<file path="config.mk">
export PLATFORM = sky130hd
export DESIGN_NAME = can_bit_resync
export DESIGN_NICKNAME = d
export VERILOG_FILES = /design/src/rtl/can_bt_pkg.sv /design/src/rtl/can_rx_sync.sv /design/src/rtl/can_sync_ctrl.sv /design/src/rtl/can_bit_counter.sv /design/src/rtl/can_bit_resync.sv
export SDC_FILE = /design/constraint.sdc
export NUM_CORES = 1
export LEC_CHECK = 0
export BUFFER_PORTS_ARGS = -buffer_cell sky130_fd_sc_hd__buf_2
export CORE_MARGIN = 4
export CORE_UTILIZATION = 25
export CTS_CLUSTER_DIAMETER = 50
export CTS_CLUSTER_SIZE = 20
export DETAILED_ROUTE_END_ITERATION = 8
export GPL_TIMING_DRIVEN = 1
export PLACE_DENSITY = 0.49
export SETUP_SLACK_MARGIN = 0.2
export SLEW_MARGIN = 20
export SYNTH_ARGS = -nofsm -noshare
export SYNTH_HDL_FRONTEND = slang
export SYNTH_SLANG_ARGS = --single-unit
</file>
<file path="constraint.sdc">
create_clock -name clk -period 9.25 [get_ports clk]
set_clock_uncertainty 0.05 [all_clocks]
set_input_delay 0 -clock clk [delete_from_list [all_inputs] [get_ports clk]]
set_output_delay 0 -clock clk [all_outputs]
set_load 0.005 [all_outputs]
</file>
<file path="src/rtl/can_bt_pkg.sv">
// Shared types for the CAN bit-timing resynchronization unit.
package can_bt_pkg;

    // Position of the current quantum inside the bit.
    typedef enum logic [1:0] {
        SEG_SYNC = 2'd0,
        SEG_TS1  = 2'd1,   // propagation plus phase segment 1
        SEG_PH2  = 2'd2
    } seg_e;

    // Timing correction requested for the quantum being processed.
    typedef enum logic [1:0] {
        ACT_NONE    = 2'd0,
        ACT_RESTART = 2'd1,
        ACT_EXTEND  = 2'd2,
        ACT_SHORTEN = 2'd3
    } act_e;

endpackage

</file>
<file path="src/rtl/can_rx_sync.sv">
// Receive-line conditioning.
// Brings rx_in into the clock domain through a flop chain that resets to
// recessive, then flags a falling edge on a tick whose level is 0 while the
// level seen at the previous tick was 1.
// Assumes STAGES >= 2 and a tq_tick that is one clock wide.
module can_rx_sync #(
    parameter int STAGES = 2
) (
    input  logic clk,
    input  logic rst_n,
    input  logic rx_in,
    input  logic tq_tick,
    output logic rx_lvl,
    output logic fall_edge
);

    logic [STAGES-1:0] chain_q;
    logic              prev_q;

    // Metastability chain, shifting in the raw line every clock.
    always_ff @(posedge clk) begin
        if (!rst_n) chain_q <= '1;
        else        chain_q <= {chain_q[STAGES-2:0], rx_in};
    end

    assign rx_lvl = chain_q[STAGES-1];

    // Remember the level seen at the last quantum tick.
    always_ff @(posedge clk) begin
        if (!rst_n)       prev_q <= 1'b1;
        else if (tq_tick) prev_q <= rx_lvl;
    end

    assign fall_edge = tq_tick && prev_q && !rx_lvl;

    // after an edge, the remembered level is dominant.
    assert_edge_updates_prev_R3: assert property (@(posedge clk) disable iff (!rst_n)
        fall_edge |=> !prev_q);

endmodule

</file>
<file path="src/rtl/can_sync_ctrl.sv">
// Synchronization decision logic.
// Qualifies falling edges (recessive last sample, one use per bit) and picks
// a hard sync, a restart, a lengthening of the sample region or a shortening
// of phase segment 2, following the phase-error rules.
// Assumes seg/cnt/ph2_eff come from registers of the bit counter.
module can_sync_ctrl
    import can_bt_pkg::*;
#(
    parameter int CNT_W = 6,
    parameter int SJW_W = 3
) (
    input  logic             clk,
    input  logic             rst_n,
    input  logic             tq_tick,
    input  logic             fall_edge,
    input  logic             bus_idle,
    input  logic             tx_active,
    input  logic             last_sample,
    input  seg_e             seg,
    input  logic [CNT_W-1:0] cnt,
    input  logic [CNT_W-1:0] ph2_eff,
    input  logic [SJW_W-1:0] sjw_len,
    output act_e             act
);

    logic             used_q;
    logic             used_now;
    logic             qual;
    logic             taken;
    logic [CNT_W-1:0] sjw_x;
    logic [CNT_W-1:0] pos_err;
    logic [CNT_W-1:0] neg_mag;

    assign sjw_x    = CNT_W'(sjw_len);
    assign used_now = (seg == SEG_SYNC) ? 1'b0 : used_q;
    assign qual     = fall_edge && last_sample && !used_now;
    assign pos_err  = cnt + CNT_W'(1);
    assign neg_mag  = ph2_eff - cnt;

    // Select the correction for this quantum from the phase error.
    always_comb begin
        act   = ACT_NONE;
        taken = 1'b0;
        if (qual) begin
            if (bus_idle) begin
                act   = ACT_RESTART;
                taken = 1'b1;
            end else begin
                unique case (seg)
                    SEG_SYNC: taken = 1'b1;
                    SEG_TS1: begin
                        if (!tx_active) begin
                            taken = 1'b1;
                            act   = (pos_err <= sjw_x) ? ACT_RESTART : ACT_EXTEND;
                        end
                    end
                    SEG_PH2: begin
                        taken = 1'b1;
                        act   = (neg_mag <= sjw_x) ? ACT_RESTART : ACT_SHORTEN;
                    end
                    default: ;
                endcase
            end
        end
    end

    // Track whether this bit has already used its synchronization.
    always_ff @(posedge clk) begin
        if (!rst_n)       used_q <= 1'b0;
        else if (tq_tick) used_q <= taken ? 1'b1 : used_now;
    end

    // a transmitting node makes no correction before the sample point.
    assert_tx_no_pos_resync_R10: assert property (@(posedge clk) disable iff (!rst_n)
        (tx_active && !bus_idle && seg == SEG_TS1) |-> (act == ACT_NONE));

    // a second correction in the same bit is never issued.
    assert_one_sync_per_bit_R6: assert property (@(posedge clk) disable iff (!rst_n)
        (act != ACT_NONE && seg != SEG_SYNC) |-> !used_q);

endmodule

</file>
<file path="src/rtl/can_bit_counter.sv">
// Quantum counter for one CAN bit.
// Steps sync -> prop+ph1 -> ph2 on each tick, applies the correction chosen by
// the controller, samples on the last quantum of the prop+ph1 region and
// emits registered one-clock strobes.
// Assumes lengths are stable outside reset and within their legal ranges.
module can_bit_counter
    import can_bt_pkg::*;
#(
    parameter int LEN_W = 4,
    parameter int SJW_W = 3,
    parameter int CNT_W = 6
) (
    input  logic             clk,
    input  logic             rst_n,
    input  logic             tq_tick,
    input  logic             rx_lvl,
    input  act_e             act,
    input  logic [LEN_W-1:0] prop_len,
    input  logic [LEN_W-1:0] ph1_len,
    input  logic [LEN_W-1:0] ph2_len,
    input  logic [SJW_W-1:0] sjw_len,
    output seg_e             seg,
    output logic [CNT_W-1:0] cnt,
    output logic [CNT_W-1:0] ph2_eff,
    output logic             sample_strobe,
    output logic             sample_bit,
    output logic             bit_start
);

    seg_e             seg_q, seg_d;
    logic [CNT_W-1:0] cnt_q, cnt_d;
    logic [CNT_W-1:0] ts1_q, ts1_d, ts1_x;
    logic [CNT_W-1:0] ph2_q, ph2_d, ph2_x;
    logic             smp_stb_d, smp_bit_d, bs_d;
    logic             smp_stb_q, smp_bit_q, bs_q;
    logic [CNT_W-1:0] sjw_x;
    logic [CNT_W-1:0] ts1_nom;

    assign sjw_x   = CNT_W'(sjw_len);
    assign ts1_nom = CNT_W'(prop_len) + CNT_W'(ph1_len);
    assign ts1_x   = ts1_q + ((act == ACT_EXTEND)  ? sjw_x : '0);
    assign ph2_x   = ph2_q - ((act == ACT_SHORTEN) ? sjw_x : '0);

    // Next-state of segment position, effective lengths and strobes.
    always_comb begin
        seg_d     = seg_q;
        cnt_d     = cnt_q;
        ts1_d     = ts1_q;
        ph2_d     = ph2_q;
        smp_stb_d = 1'b0;
        smp_bit_d = smp_bit_q;
        bs_d      = 1'b0;
        if (tq_tick) begin
            if (act == ACT_RESTART || seg_q == SEG_SYNC) begin
                bs_d  = 1'b1;
                seg_d = SEG_TS1;
                cnt_d = '0;
                ts1_d = ts1_nom;
                ph2_d = CNT_W'(ph2_len);
            end else if (seg_q == SEG_TS1) begin
                ts1_d = ts1_x;
                if (cnt_q == ts1_x - CNT_W'(1)) begin
                    smp_stb_d = 1'b1;
                    smp_bit_d = rx_lvl;
                    seg_d     = SEG_PH2;
                    cnt_d     = '0;
                end else begin
                    cnt_d = cnt_q + CNT_W'(1);
                end
            end else begin
                ph2_d = ph2_x;
                if (cnt_q == ph2_x - CNT_W'(1)) begin
                    seg_d = SEG_SYNC;
                    cnt_d = '0;
                end else begin
                    cnt_d = cnt_q + CNT_W'(1);
                end
            end
        end
    end

    // State and output registers.
    always_ff @(posedge clk) begin
        if (!rst_n) begin
            seg_q     <= SEG_SYNC;
            cnt_q     <= '0;
            ts1_q     <= '0;
            ph2_q     <= '0;
            smp_stb_q <= 1'b0;
            smp_bit_q <= 1'b1;
            bs_q      <= 1'b0;
        end else begin
            seg_q     <= seg_d;
            cnt_q     <= cnt_d;
            ts1_q     <= ts1_d;
            ph2_q     <= ph2_d;
            smp_stb_q <= smp_stb_d;
            smp_bit_q <= smp_bit_d;
            bs_q      <= bs_d;
        end
    end

    assign seg           = seg_q;
    assign cnt           = cnt_q;
    assign ph2_eff       = ph2_q;
    assign sample_strobe = smp_stb_q;
    assign sample_bit    = smp_bit_q;
    assign bit_start     = bs_q;

    // the sample region never grows past the nominal length plus one jump.
    assert_ext_capped_R8: assert property (@(posedge clk) disable iff (!rst_n)
        (seg_q == SEG_TS1) |-> (ts1_q <= ts1_nom + sjw_x && cnt_q < ts1_q));

    // a shortened phase segment 2 still holds the current quantum.
    assert_ph2_floor_R9: assert property (@(posedge clk) disable iff (!rst_n)
        (seg_q == SEG_PH2) |-> (ph2_q >= CNT_W'(1) && cnt_q < ph2_q));

endmodule

</file>
<file path="src/rtl/can_bit_resync.sv">
// CAN bit-timing resynchronization unit, top level.
// Joins the receive conditioner, the synchronization controller and the
// bit counter. Outputs: a sample strobe with the sampled value, and a
// bit-start strobe. Assumes tq_tick comes from an external prescaler and
// that configuration changes only under reset.
module can_bit_resync
    import can_bt_pkg::*;
#(
    parameter int LEN_W       = 4,
    parameter int SJW_W       = 3,
    parameter int SYNC_STAGES = 2,
    localparam int CNT_W      = LEN_W + 2
) (
    input  logic             clk,
    input  logic             rst_n,
    input  logic             tq_tick,
    input  logic             rx_in,
    input  logic             bus_idle,
    input  logic             tx_active,
    input  logic [LEN_W-1:0] prop_len,
    input  logic [LEN_W-1:0] ph1_len,
    input  logic [LEN_W-1:0] ph2_len,
    input  logic [SJW_W-1:0] sjw_len,
    output logic             sample_strobe,
    output logic             sample_bit,
    output logic             bit_start
);

    logic             rx_lvl;
    logic             fall_edge;
    act_e             act;
    seg_e             seg;
    logic [CNT_W-1:0] cnt;
    logic [CNT_W-1:0] ph2_eff;

    can_rx_sync #(.STAGES(SYNC_STAGES)) u_rx (
        .clk       (clk),
        .rst_n     (rst_n),
        .rx_in     (rx_in),
        .tq_tick   (tq_tick),
        .rx_lvl    (rx_lvl),
        .fall_edge (fall_edge)
    );

    can_sync_ctrl #(.CNT_W(CNT_W), .SJW_W(SJW_W)) u_ctrl (
        .clk         (clk),
        .rst_n       (rst_n),
        .tq_tick     (tq_tick),
        .fall_edge   (fall_edge),
        .bus_idle    (bus_idle),
        .tx_active   (tx_active),
        .last_sample (sample_bit),
        .seg         (seg),
        .cnt         (cnt),
        .ph2_eff     (ph2_eff),
        .sjw_len     (sjw_len),
        .act         (act)
    );

    can_bit_counter #(.LEN_W(LEN_W), .SJW_W(SJW_W), .CNT_W(CNT_W)) u_cnt (
        .clk           (clk),
        .rst_n         (rst_n),
        .tq_tick       (tq_tick),
        .rx_lvl        (rx_lvl),
        .act           (act),
        .prop_len      (prop_len),
        .ph1_len       (ph1_len),
        .ph2_len       (ph2_len),
        .sjw_len       (sjw_len),
        .seg           (seg),
        .cnt           (cnt),
        .ph2_eff       (ph2_eff),
        .sample_strobe (sample_strobe),
        .sample_bit    (sample_bit),
        .bit_start     (bit_start)
    );

    // the sample and the bit start never share a clock.
    assert_strobes_exclusive_R2: assert property (@(posedge clk) disable iff (!rst_n)
        !(sample_strobe && bit_start));

    // each strobe follows a quantum tick by one clock.
    assert_strobe_after_tick_R2: assert property (@(posedge clk) disable iff (!rst_n)
        (sample_strobe || bit_start) |-> $past(tq_tick));

    // the sampled value changes only together with a sample strobe.
    assert_sample_held_R2: assert property (@(posedge clk) disable iff (!rst_n)
        !sample_strobe |-> $stable(sample_bit));

endmodule

</file>
==> metrics.csv, run 1 <==
stage,metric,value,unit
logic_synthesis,"FFs w/ async S/R, synth",0,
hold_path,Cells on Worst Hold Path,3,
critical_path,Worst setup SP type,register,
placed_design,pre-CTS setup slack,3.692,ns
global_route,initial antenna violation count,0,
hold_path,hold crit path type,input pin to register,
route,drt pass-1 iters,4,
final_layout,antenna cells,0,
route,WL met1,3.426,mm
status,status,completed,
clocking,CTS max path bufs,2,
floorplan,Vert. Die Dim,112.4,um
critical_path,Crit Path Max Fanout,9,
logic_synthesis,syn nets,375,
global_route,GRT Total Usage,0.1155,
sta,# setup viols final,0,
critical_path,critical path endpoint category,register,
logic_synthesis,top cell type by total area after synthesis,dfxtp_1,
placed_design,Area after DPL,2963,um2
logic_synthesis,post-synthesis sequential area ratio,0.1984,
final_layout,Filler Cell Count,1161,
sta,RSZ-0062 raised after global routing,no,
power,Internal Power,0.0002144,W
logic_synthesis,ys flop type,dfxtp_1,
power,maximum VDD drop,0.06680,mV
logic_synthesis,"EDFF count, synth",0,
placed_design,Placer Congestion,0.8283,
critical_path,worst r2r path cells,22,
floorplan,Initial Utilization,0.2603,
clocking,CTS Buf Count,3,
final_layout,most frequent cells in the layout,"ha_1 (28), inv_1 (27), dfxtp_1 (27)",
final_layout,Synth-to-Final Area Change,11.30,%
sta,Slew @ Worst Pin,0.7208,ns
route,post-route ant nets,0,
sta,setup TNS,0,ns
placed_design,port bufs,23,
clocking,clk_lat worst skew,0.28,ns
power,switching share of total power,0.3692,
floorplan,IO Count,24,
logic_synthesis,Post-Syn Instances,322,
global_route,largest net degree at the start of global routing,30,
route,met3 wire len,241,um
floorplan,Chip Width,112.4,um
power,share of power burned in registers,0.383,
sta,Rel. slew slack,0.5150,
final_layout,area of the multi-input gates,2006,um2
final_layout,fin nets,395,
logic_synthesis,YS warnings,0,
critical_path,CP required,9.38,ns
floorplan,core area,10460,um2
route,via count,2401,
sta,final period utilization,0.6033,
route,DR top layer,met4,
global_route,number of global-route vias before repair,2327,
floorplan,row count,37,
logic_synthesis,top cell type's share of synthesized area,0.1984,
clocking,CTS Root Cell,clkbuf_8,
clocking,CTS tree,yes,
global_route,total grt overflow,0,
logic_synthesis,"Cell Area, Synth",2724,um2
sta,"Slew Viols, Final",0,
final_layout,FF+latch area,540.5,um2
route,drc violations,0,
route,Initial DRC Count,125,
route,final wirelength,7.363,mm
power,Sw Pwr,0.0001254,W
power,Comb power frac,0.401,
clocking,Clock H-tree levels,1,
critical_path,CP arrival,5.71,ns
floorplan,Die Area,12630,um2
route,Vias/cell,5.034,
power,Clk pwr share,0.216,
flow_run,max cap viols,0,
power,Leakage Power,1.291,nW
power,PD cells,112.1,nW/um2
route,WL per Instance,15.44,um
clocking,Clock Pin Slew Worst Setup and Hold Paths,0.10,ns
global_route,first-pass GRT wire length,11.98,mm
logic_synthesis,ranking of synthesized cells by area,"dfxtp_1 (20%), ha_1 (13%), inv_1 (3.7%)",
final_layout,design area,3032,um2
final_layout,"most common cell after layout, fill and taps aside",ha_1,
logic_synthesis,syn avg cell area,8.459,um2
logic_synthesis,post-synth cell types,74,
placed_design,hpwl dp,5.895,mm
sta,fmax,179.2,MHz
logic_synthesis,#FFs+latches synth,27,
final_layout,share of cells above drive strength 1,0.1525,
clocking,Sink Count,27,
sta,PnR worst setup slack,3.669,ns
critical_path,worst setup path class,register to register,
sta,final hold violations,0,
route,met2 WL post-DR,3.564,mm
sta,min Tclk post-route,5.581,ns
repair_timing:
item | in CTS | in global routing
buffers inserted | 0 | 0
endpoints found under the hold margin | 2 | 0
hold buffers | 2 | 0
gates resized for setup | 0 | 0
cells by family (layout without fill, tap and decap cells):
kind of cell	after synthesis	in the layout	synth area share
adder cells (fa/ha/maj)	32	32	0.1580
AO/OA/AOI/OAI	80	80	0.2352
multiplexers	11	11	0.04272
buffers and inverters	43	62	0.06753
AND/OR/NAND/NOR	110	110	0.2187
flip-flops	27	27	0.1984
XOR/XNOR	19	19	0.07946
cell type report:
class	instances	area share
multi-input cells	252	0.6616
flip-flops and latches	27	0.1783
well taps	136	0.05613
repair buffers	27	0.04953
inverters	31	0.03838
clock buffers	3	0.01362
clock inverters	1	0.002476
power groups by stage:
stage | registers (W) | clock network [W] | logic [W]
after CTS | 0.000130 | 0.0000746 | 0.000136
final | 0.000130 | 0.0000735 | 0.000136
after detailed placement | 0.000133 | 0 | 0.000135
after global routing | 0.000131 | 0.0000801 | 0.000152
after global placement | 0.000133 | 0 | 0.000134
after floorplan | 0.000130 | 0 | 0.000107
critical path, cell delays in order (launching register included):
cell and delay (ns):
dfxtp_1 0.57, ha_1 0.33, nor2_1 0.09, or2_2 0.31
ha_1 0.29, nand3_1 0.08, o21ai_0 0.08, o32ai_1 0.18
a22o_1 0.22, o2111ai_2 0.13, a21oi_1 0.30, and2_1 0.19
ha_1 0.16, inv_1 0.05, fa_1 0.43, xor2_1 0.27
nand3_1 0.17, a2111oi_4 0.36, xnor3_1 0.40, nor4_4 0.30
a41oi_2 0.17, a41oi_2 0.27, o21ai_1 0.08
path summary, 6_finish.rpt:
kind	from	to	slack (ns)
hold reg to reg	u_rx.chain_q[0]	u_rx.chain_q[1]	0.37
setup / recovery	u_cnt.cnt[1]	u_cnt.cnt[3]	3.67
hold / removal	bus_idle	u_ctrl.used_q	0.02
setup reg to reg	u_cnt.cnt[1]	u_cnt.cnt[3]	3.67
per-layer routing:
| metal | track usage | up-vias |
|---|---|---|
| li1 | - | 1221 |
| met1 | 0.1525 | 1138 |
| met2 | 0.1943 | 34 |
| met3 | 0.01617 | 8 |
| met4 | 0.03686 | 0 |
| met5 | 0 | - |
synth_stat cells, drive strengths merged (3+ instances only):
cell / n
nor3: 8
dfxtp: 27
a21oi: 12
a21o: 5
clkinv: 3
mux2i: 6
nor2: 19
and2b: 4
o2111ai: 3
a31oi: 6
nor4: 5
o221a: 9
ha: 28
nor2b: 3
inv: 28
nand2: 26
clkbuf: 5
xnor2: 5
o21ai: 13
a211oi: 3
nand3: 16
buf: 6
xnor3: 3
a41oi: 3
o211ai: 3
nand2b: 7
and2: 6
mux2: 5
fa: 4
xor2: 11
and3: 4
state kept, by name (all words and copies together) (netlist names):
| register | count |
|---|---|
| u_cnt.bit_start | 1 |
| u_cnt.cnt | 6 |
| u_cnt.ph2_eff | 6 |
| u_cnt.sample_bit | 1 |
| u_cnt.sample_strobe | 1 |
| u_cnt.seg | 2 |
| u_cnt.ts1_q | 6 |
| u_ctrl.used_q | 1 |
| u_rx.chain_q | 2 |
| u_rx.prev_q | 1 |
per-stage QoR:
stage,util,power (W),instances,hold slack (ns)
5_1_grt,0.2898,0.0003633,477,0.03457
2_1_floorplan,-,0.0002363,322,0.02304
4_1_cts,0.2898,0.0003409,477,0.02412
3_5_place_dp,0.2832,0.0002676,471,0.1361
3_3_place_gp,0.2832,0.0002668,471,0.1296
6_report,0.2898,0.0003398,477,0.02088
Note: power is estimated with default switching activity, not from simulation.
==> run 2, diff against run 1 <==
--- a/config.mk
+++ b/config.mk
@@ -5,6 +5,7 @@
 export SDC_FILE = /design/constraint.sdc
 export NUM_CORES = 1
 export LEC_CHECK = 0
+export ABC_AREA = 1
 export BUFFER_PORTS_ARGS = -buffer_cell sky130_fd_sc_hd__buf_2
 export CORE_MARGIN = 4
 export CORE_UTILIZATION = 25
==> constraint.sdc (replaced) <==
create_clock -name clk -period 5.15 [get_ports clk]
set_clock_uncertainty 0.05 [all_clocks]
set_input_delay 0 -clock clk [delete_from_list [all_inputs] [get_ports clk]]
set_output_delay 0 -clock clk [all_outputs]
set_load 0.005 [all_outputs]
==> run 2 against run 1 <==
Final area rose by 6.2%. Critical path type unchanged. Critical path depth up 8. Critical endpoint is now u_cnt.cnt[5]. Sequential share of layout area down 1.0 points. Worst hold slack improved by 0.014 ns. Wire length up 0.26%.
==> metrics.csv, run 2 <==
stage,metric,value,unit,change
sta,# setup viols final,0,,unchanged
global_route,total grt overflow,0,,unchanged
logic_synthesis,ranking of synthesized cells by area,"dfxtp_1 (19%), nand2_1 (18%), ha_1 (12%)",,
sta,final hold violations,0,,unchanged
logic_synthesis,Synth top cells by count,"nand2_1 (137), inv_1 (70), nand3_1 (40), nor2_1 (40), ha_1 (28)",,
final_layout,FF+latch area,540.5,um2,unchanged
sta,Rel. slew slack,0.7319,,+0.2169
sta,min Tclk post-route,4.534,ns,-1.047 ns
placed_design,pre-CTS setup slack,0.6294,ns,-3.063 ns
logic_synthesis,post-synth cell types,34,,-54%
global_route,initial antenna violation count,0,,unchanged
clocking,CTS max path bufs,2,,unchanged
sta,Hold Slack,0.03487,ns,+0.01399 ns
critical_path,CP required,5.30,ns,-4.08 ns
critical_path,"slowest stage cell, crit path",fa_1,,
route,Initial DRC Count,122,,-2.4%
critical_path,critical path endpoint category,register,,
critical_path,crit-path max cell delay,0.51,ns,-0.06 ns
clocking,Clock H-tree levels,1,,unchanged
logic_synthesis,most common cell in the netlist,nand2_1,,
clocking,Sink Count,27,,unchanged
clocking,CTS Root Cell,clkbuf_16,,
flow_run,max cap viols,0,,unchanged
clocking,clk_lat worst skew,0.28,ns,about the same
floorplan,Chip Width,115.4,um,+2.7%
sta,"Slew Viols, Final",0,,unchanged
critical_path,Worst setup SP type,register,,
sta,Slew @ Worst Pin,0.4016,ns,-0.3192 ns
placed_design,hpwl dp,6.023,mm,+2.2%
sta,RSZ-0062 raised after global routing,no,,
route,post-route ant nets,0,,unchanged
logic_synthesis,YS warnings,0,,unchanged
route,via count,2703,,+13%
power,Leakage Power,1.683,nW,+30%
logic_synthesis,Post-Syn Instances,454,,+41%
global_route,GRT Total Usage,0.1181,,+0.002608
final_layout,Synth-to-Final Area Change,11.67,%,
critical_path,worst setup path class,register to register,,
logic_synthesis,"EDFF count, synth",0,,unchanged
final_layout,antenna cells,0,,unchanged
final_layout,fin nets,531,,+34%
global_route,first-pass GRT wire length,12.45,mm,+4.0%
clocking,CTS Buf Count,3,,unchanged
critical_path,Crit Path Max Fanout,4,,-5
floorplan,Die Area,13320,um2,+5.5%
sta,PnR worst setup slack,0.6159,ns,-3.053 ns
floorplan,row count,38,,+2.7%
logic_synthesis,top cell type's share of synthesized area,0.1874,,-0.01102
sta,final period utilization,0.8804,,+0.2771
critical_path,most frequent CP cell,nand2_1,,
logic_synthesis,#FFs+latches synth,27,,unchanged
placed_design,Placer Congestion,0.7991,,-3.5%
clocking,CTS tree,yes,,
sta,setup TNS,0,ns,unchanged
logic_synthesis,top cell type by total area after synthesis,dfxtp_1,,
logic_synthesis,"Cell Area, Synth",2884,um2,+5.9%
logic_synthesis,syn nets,507,,+35%
hold_path,hold crit path type,input pin to register,,
global_route,number of global-route vias before repair,2594,,+11%
floorplan,core area,11080,um2,+5.9%
power,maximum VDD drop,0.1235,mV,+85%
sta,fmax,220.6,MHz,+23%
final_layout,"Core Util, Final",0.2907,,+0.0009530
power,PD cells,211.5,nW/um2,+89%
status,status,completed,,
route,Vias/cell,4.381,,-13%
final_layout,area of the multi-input gates,1959,um2,-2.3%
logic_synthesis,syn avg cell area,6.352,um2,-25%
route,final wirelength,7.382,mm,+0.26%
logic_synthesis,"FFs w/ async S/R, synth",0,,unchanged
placed_design,port bufs,23,,unchanged
route,drc violations,0,,unchanged
final_layout,"most common cell after layout, fill and taps aside",nand2_1,,
critical_path,CP arrival,4.69,ns,-1.02 ns
final_layout,most frequent cells in the layout,"nand2_1 (137), inv_1 (70), nand3_1 (40)",,
route,drt pass-1 iters,4,,unchanged
global_route,largest net degree at the start of global routing,22,,-27%
final_layout,Filler Cell Count,1241,,+6.9%
floorplan,Vert. Die Dim,115.4,um,+2.7%
floorplan,Initial Utilization,0.2603,,about the same
route,WL per Instance,11.96,um,-22%
logic_synthesis,post-synthesis sequential area ratio,0.1874,,-0.01102
final_layout,share of cells above drive strength 1,0.1614,,+0.008933
logic_synthesis,ys flop type,dfxtp_1,,
clocking,Clock Pin Slew Worst Setup and Hold Paths,0.08,ns,-0.02 ns
floorplan,IO Count,24,,unchanged
==> run 2: cell families after synthesis <==
logic type / Yosys count / synth area share
simple gates: 262 / 0.4104
buf+inv: 87 / 0.1341
compound gates: 35 / 0.08286
fa+ha+maj: 32 / 0.1492
flops: 27 / 0.1874
xor+xnor: 11 / 0.03601
==> run 2: final timing paths <==
check                                       from               to  slack (ns)  cells past startpoint
worst min register to register   u_rx.chain_q[0]  u_rx.chain_q[1]        0.37                      1
worst max-delay path            u_cnt.ph2_eff[0]     u_cnt.cnt[5]        0.62                     30
worst min-delay path                    bus_idle    u_ctrl.used_q        0.03                      3
worst max register to register  u_cnt.ph2_eff[0]     u_cnt.cnt[5]        0.62                     30
==> run 2: final cells by class <==
type | count | area share
inverters | 77 | 0.08974
well taps | 140 | 0.05439
flip-flops and latches | 27 | 0.1678
repair buffers | 29 | 0.05361
clock inverters | 1 | 0.002720
clock buffers | 3 | 0.02331
multi-input cells | 340 | 0.6084
==> run 2: timing repair <==
action / 4_1_cts / 5_1_grt
endpoints found under the setup margin: 0 / 2
setup buffers: 0 / 0
hold buffers: 5 / 0
hold endpoints to repair: 5 / 0
resized for setup: 0 / 1
==> run 2: critical path, delay by kind of cell, from the launching register on <==
kind	cells	cell delay, ns
fa+ha+maj	6	1.96
simple gates	18	1.62
compound gates	3	0.33
flops	1	0.32
buf+inv	3	0.18
==> run 2: metrics by stage <==
| stage | power, W | std cells | instance area, um2 |
|---|---|---|---|
| floorplan | 0.0004383 | 454 | 2884 |
| finish | 0.0006813 | 617 | 3221 |
| global route | 0.0007413 | 617 | 3221 |
| CTS | 0.0006932 | 617 | 3218 |
| global placement | 0.0004852 | 608 | 3084 |
| detailed placement | 0.0004870 | 608 | 3084 |
==> run 2: where the power goes <==
part | switching, W | internal (W)
Combinational | 0.000155 | 0.0000980
Sequential | 0.0000109 | 0.000220
Clock | 0.0000896 | 0.000108
Total | 0.000255 | 0.000426
==> run 2: per-layer routing <==
layer	track usage	part of all wire	vias to the layer above
met1	0.1659	0.51	1216
met5	0	0	-
met4	0.02034	0.0058	0
li1	-	-	1460
met2	0.1902	0.45	23
met3	0.02316	0.032	4
==> run 3, diff against run 2 <==
--- a/config.mk
+++ b/config.mk
@@ -5,7 +5,6 @@
 export SDC_FILE = /design/constraint.sdc
 export NUM_CORES = 1
 export LEC_CHECK = 0
-export ABC_AREA = 1
 export BUFFER_PORTS_ARGS = -buffer_cell sky130_fd_sc_hd__buf_2
 export CORE_MARGIN = 4
 export CORE_UTILIZATION = 25
==> run 3 against run 2 <==
Non-clock buffer count increased by 39. Core utilization increased by 5.4 points. Wire length increased by 8.6%. Largest cell class unchanged.
==> metrics.csv, run 3 (synthesis results as in run 1) <==
stage,metric,value,unit,change
route,drt pass-1 iters,4,,unchanged
clocking,Clock H-tree levels,1,,unchanged
placed_design,hpwl dp,6.076,mm,+0.87%
power,PD cells,186.8,nW/um2,-12%
status,status,completed,,
final_layout,share of cells above drive strength 1,0.3560,,+0.1946
global_route,largest net degree at the start of global routing,30,,+36%
sta,final period utilization,0.9415,,+0.06109
sta,Rel. slew slack,0.5856,,-0.1463
power,maximum VDD drop,0.1145,mV,-7.2%
critical_path,"Buf+Inv Stages, Crit Path",4,,+1
sta,min Tclk post-route,4.849,ns,+0.3146 ns
floorplan,Vert. Die Dim,112.4,um,-2.6%
sta,"Slew Viols, Final",0,,unchanged
route,drc violations,0,,unchanged
critical_path,Crit Path Max Fanout,4,,unchanged
critical_path,"slowest stage cell, crit path",fa_2,,
route,via count,2591,,-4.1%
global_route,initial antenna violation count,0,,unchanged
final_layout,antenna cells,0,,unchanged
global_route,GRT Total Usage,0.1256,,+0.007545
clocking,CTS Buf Count,3,,unchanged
placed_design,Area after DPL,3211,um2,+4.1%
hold_path,hold crit path type,input pin to register,,
clocking,CTS Root Cell,clkbuf_8,,
final_layout,fin cells,518,,-16%
power,total power,0.0006746,W,-0.98%
sta,fmax,206.2,MHz,-6.5%
floorplan,Initial Utilization,0.2603,,about the same
critical_path,CP required,5.29,ns,about the same
power,Leakage Power,1.552,nW,-7.8%
final_layout,Synth-to-Final Area Change,32.57,%,
flow_run,max cap viols,0,,unchanged
route,Vias/cell,5.002,,+14%
critical_path,cell family with most CP delay,compound AO/OA/AOI/OAI gates,,
sta,final hold violations,0,,unchanged
sta,# setup viols final,0,,unchanged
route,Initial DRC Count,142,,+16%
final_layout,most frequent cells in the layout,"buf_4 (40), nand2_1 (25), dfxtp_1 (25)",,
clocking,CTS max path bufs,2,,unchanged
global_route,number of global-route vias before repair,2535,,-2.3%
floorplan,Die Area,12630,um2,-5.2%
floorplan,IO Count,24,,unchanged
clocking,clk_lat worst skew,0.29,ns,about the same
critical_path,CP arrival,4.98,ns,+0.29 ns
critical_path,worst setup path class,register to register,,
floorplan,Chip Width,112.4,um,-2.6%
sta,Slew @ Worst Pin,0.6160,ns,+0.2144 ns
final_layout,fin nets,436,,-18%
critical_path,crit-path max cell delay,0.38,ns,-0.13 ns
route,post-route ant nets,0,,unchanged
clocking,Clock Pin Slew Worst Setup and Hold Paths,0.11,ns,+0.03 ns
critical_path,crit-path cells,inv_2 > ha_4 > fa_2 > xnor2_2 > ha_1 > nand3_1 > o21ai_1 > o221ai_1 > a22o_1 > o2111ai_2 > a21oi_2 > and2_1 > ha_2 > inv_2 > fa_2 > xor2_2 > buf_4 > and4_4 > a211oi_2 > a32oi_2 > nor4_4 > buf_4 > a31oi_1 > a311o_1,,
critical_path,critical path endpoint category,register,,
floorplan,core area,10460,um2,-5.6%
final_layout,"most common cell after layout, fill and taps aside",buf_4,,
route,WL per Instance,15.48,um,+29%
placed_design,placed cells,504,,-17%
sta,setup TNS,0,ns,unchanged
floorplan,row count,37,,-2.6%
sta,RSZ-0062 raised after global routing,yes,,
route,final wirelength,8.020,mm,+8.6%
global_route,first-pass GRT wire length,12.96,mm,+4.0%
placed_design,port bufs,23,,unchanged
placed_design,Placer Congestion,0.8421,,+5.4%
final_layout,design area,3611,um2,+12%
global_route,total grt overflow,0,,unchanged
critical_path,Worst setup SP type,register,,
clocking,CTS tree,yes,,
clocking,Sink Count,27,,unchanged
==> run 3: power breakdown <==
group          leakage (nW)  switching, W  total (W)  internal (W)
logic                  1.30      0.000159   0.000306      0.000147
clock network        0.0255     0.0000805   0.000135     0.0000547
registers             0.222     0.0000128   0.000233      0.000220
total                  1.55      0.000252   0.000675      0.000422
==> run 3: path summary, 6_finish.rpt <==
check	endpoint	startpoint	slack, ns	cells after the start
min	u_ctrl.used_q	bus_idle	0.01	3
max reg2reg	u_cnt.sample_bit	u_cnt.ph2_eff[0]	0.30	24
min reg2reg	u_rx.chain_q[1]	u_rx.chain_q[0]	0.37	1
max	u_cnt.sample_bit	u_cnt.ph2_eff[0]	0.30	24
==> run 3: area by class of cell <==
type | count | area [um2]
fillers | 1131 | 6852
multi-input cells | 252 | 2266
flip-flops and latches | 27 | 543.0
repair buffers | 68 | 469.2
well taps | 136 | 170.2
inverters | 31 | 116.4
clock buffers | 3 | 41.29
clock inverters | 1 | 5.005
==> run 3: stage by stage <==
| stage | hold slack, ns | utilization | setup WS (ns) |
|---|---|---|---|
| 4_1_cts | 0.01909 | 0.3211 | 0.2278 |
| 3_3_place_gp | 0.1294 | 0.3069 | -0.1590 |
| 5_1_grt | 0.02831 | 0.3451 | 0.02289 |
| 3_5_place_dp | 0.1334 | 0.3069 | -0.05043 |
| 2_1_floorplan | 0.02304 | - | 0.2819 |
| 6_report | 0.01009 | 0.3451 | 0.3013 |
==> run 3: repair_timing <==
action,4_1_cts,5_1_grt
endpoints found under the hold margin,2,0
hold buffers,2,0
buffers inserted,0,7
setup endpoints to repair,10,10
pin swaps,5,15
gates resized for setup,18,43
gates cloned,0,1
==> run 3: worst reg2reg max path: cells and delay by family, from the launching register on <==
family,cells,cell delay [ns]
flops,1,0.35
fa+ha+maj,5,1.37
compound gates,9,1.46
simple gates,4,0.75
buf+inv,4,0.41
xor+xnor,2,0.35
==> run 3: layer usage <==
metal	share of wire	up-vias	GRT usage
li1	-	1304	-
met1	0.47	1246	0.1703
met2	0.51	33	0.2173
met3	0.021	8	0.01132
met4	0.0075	0	0.02644
met5	0	-	0
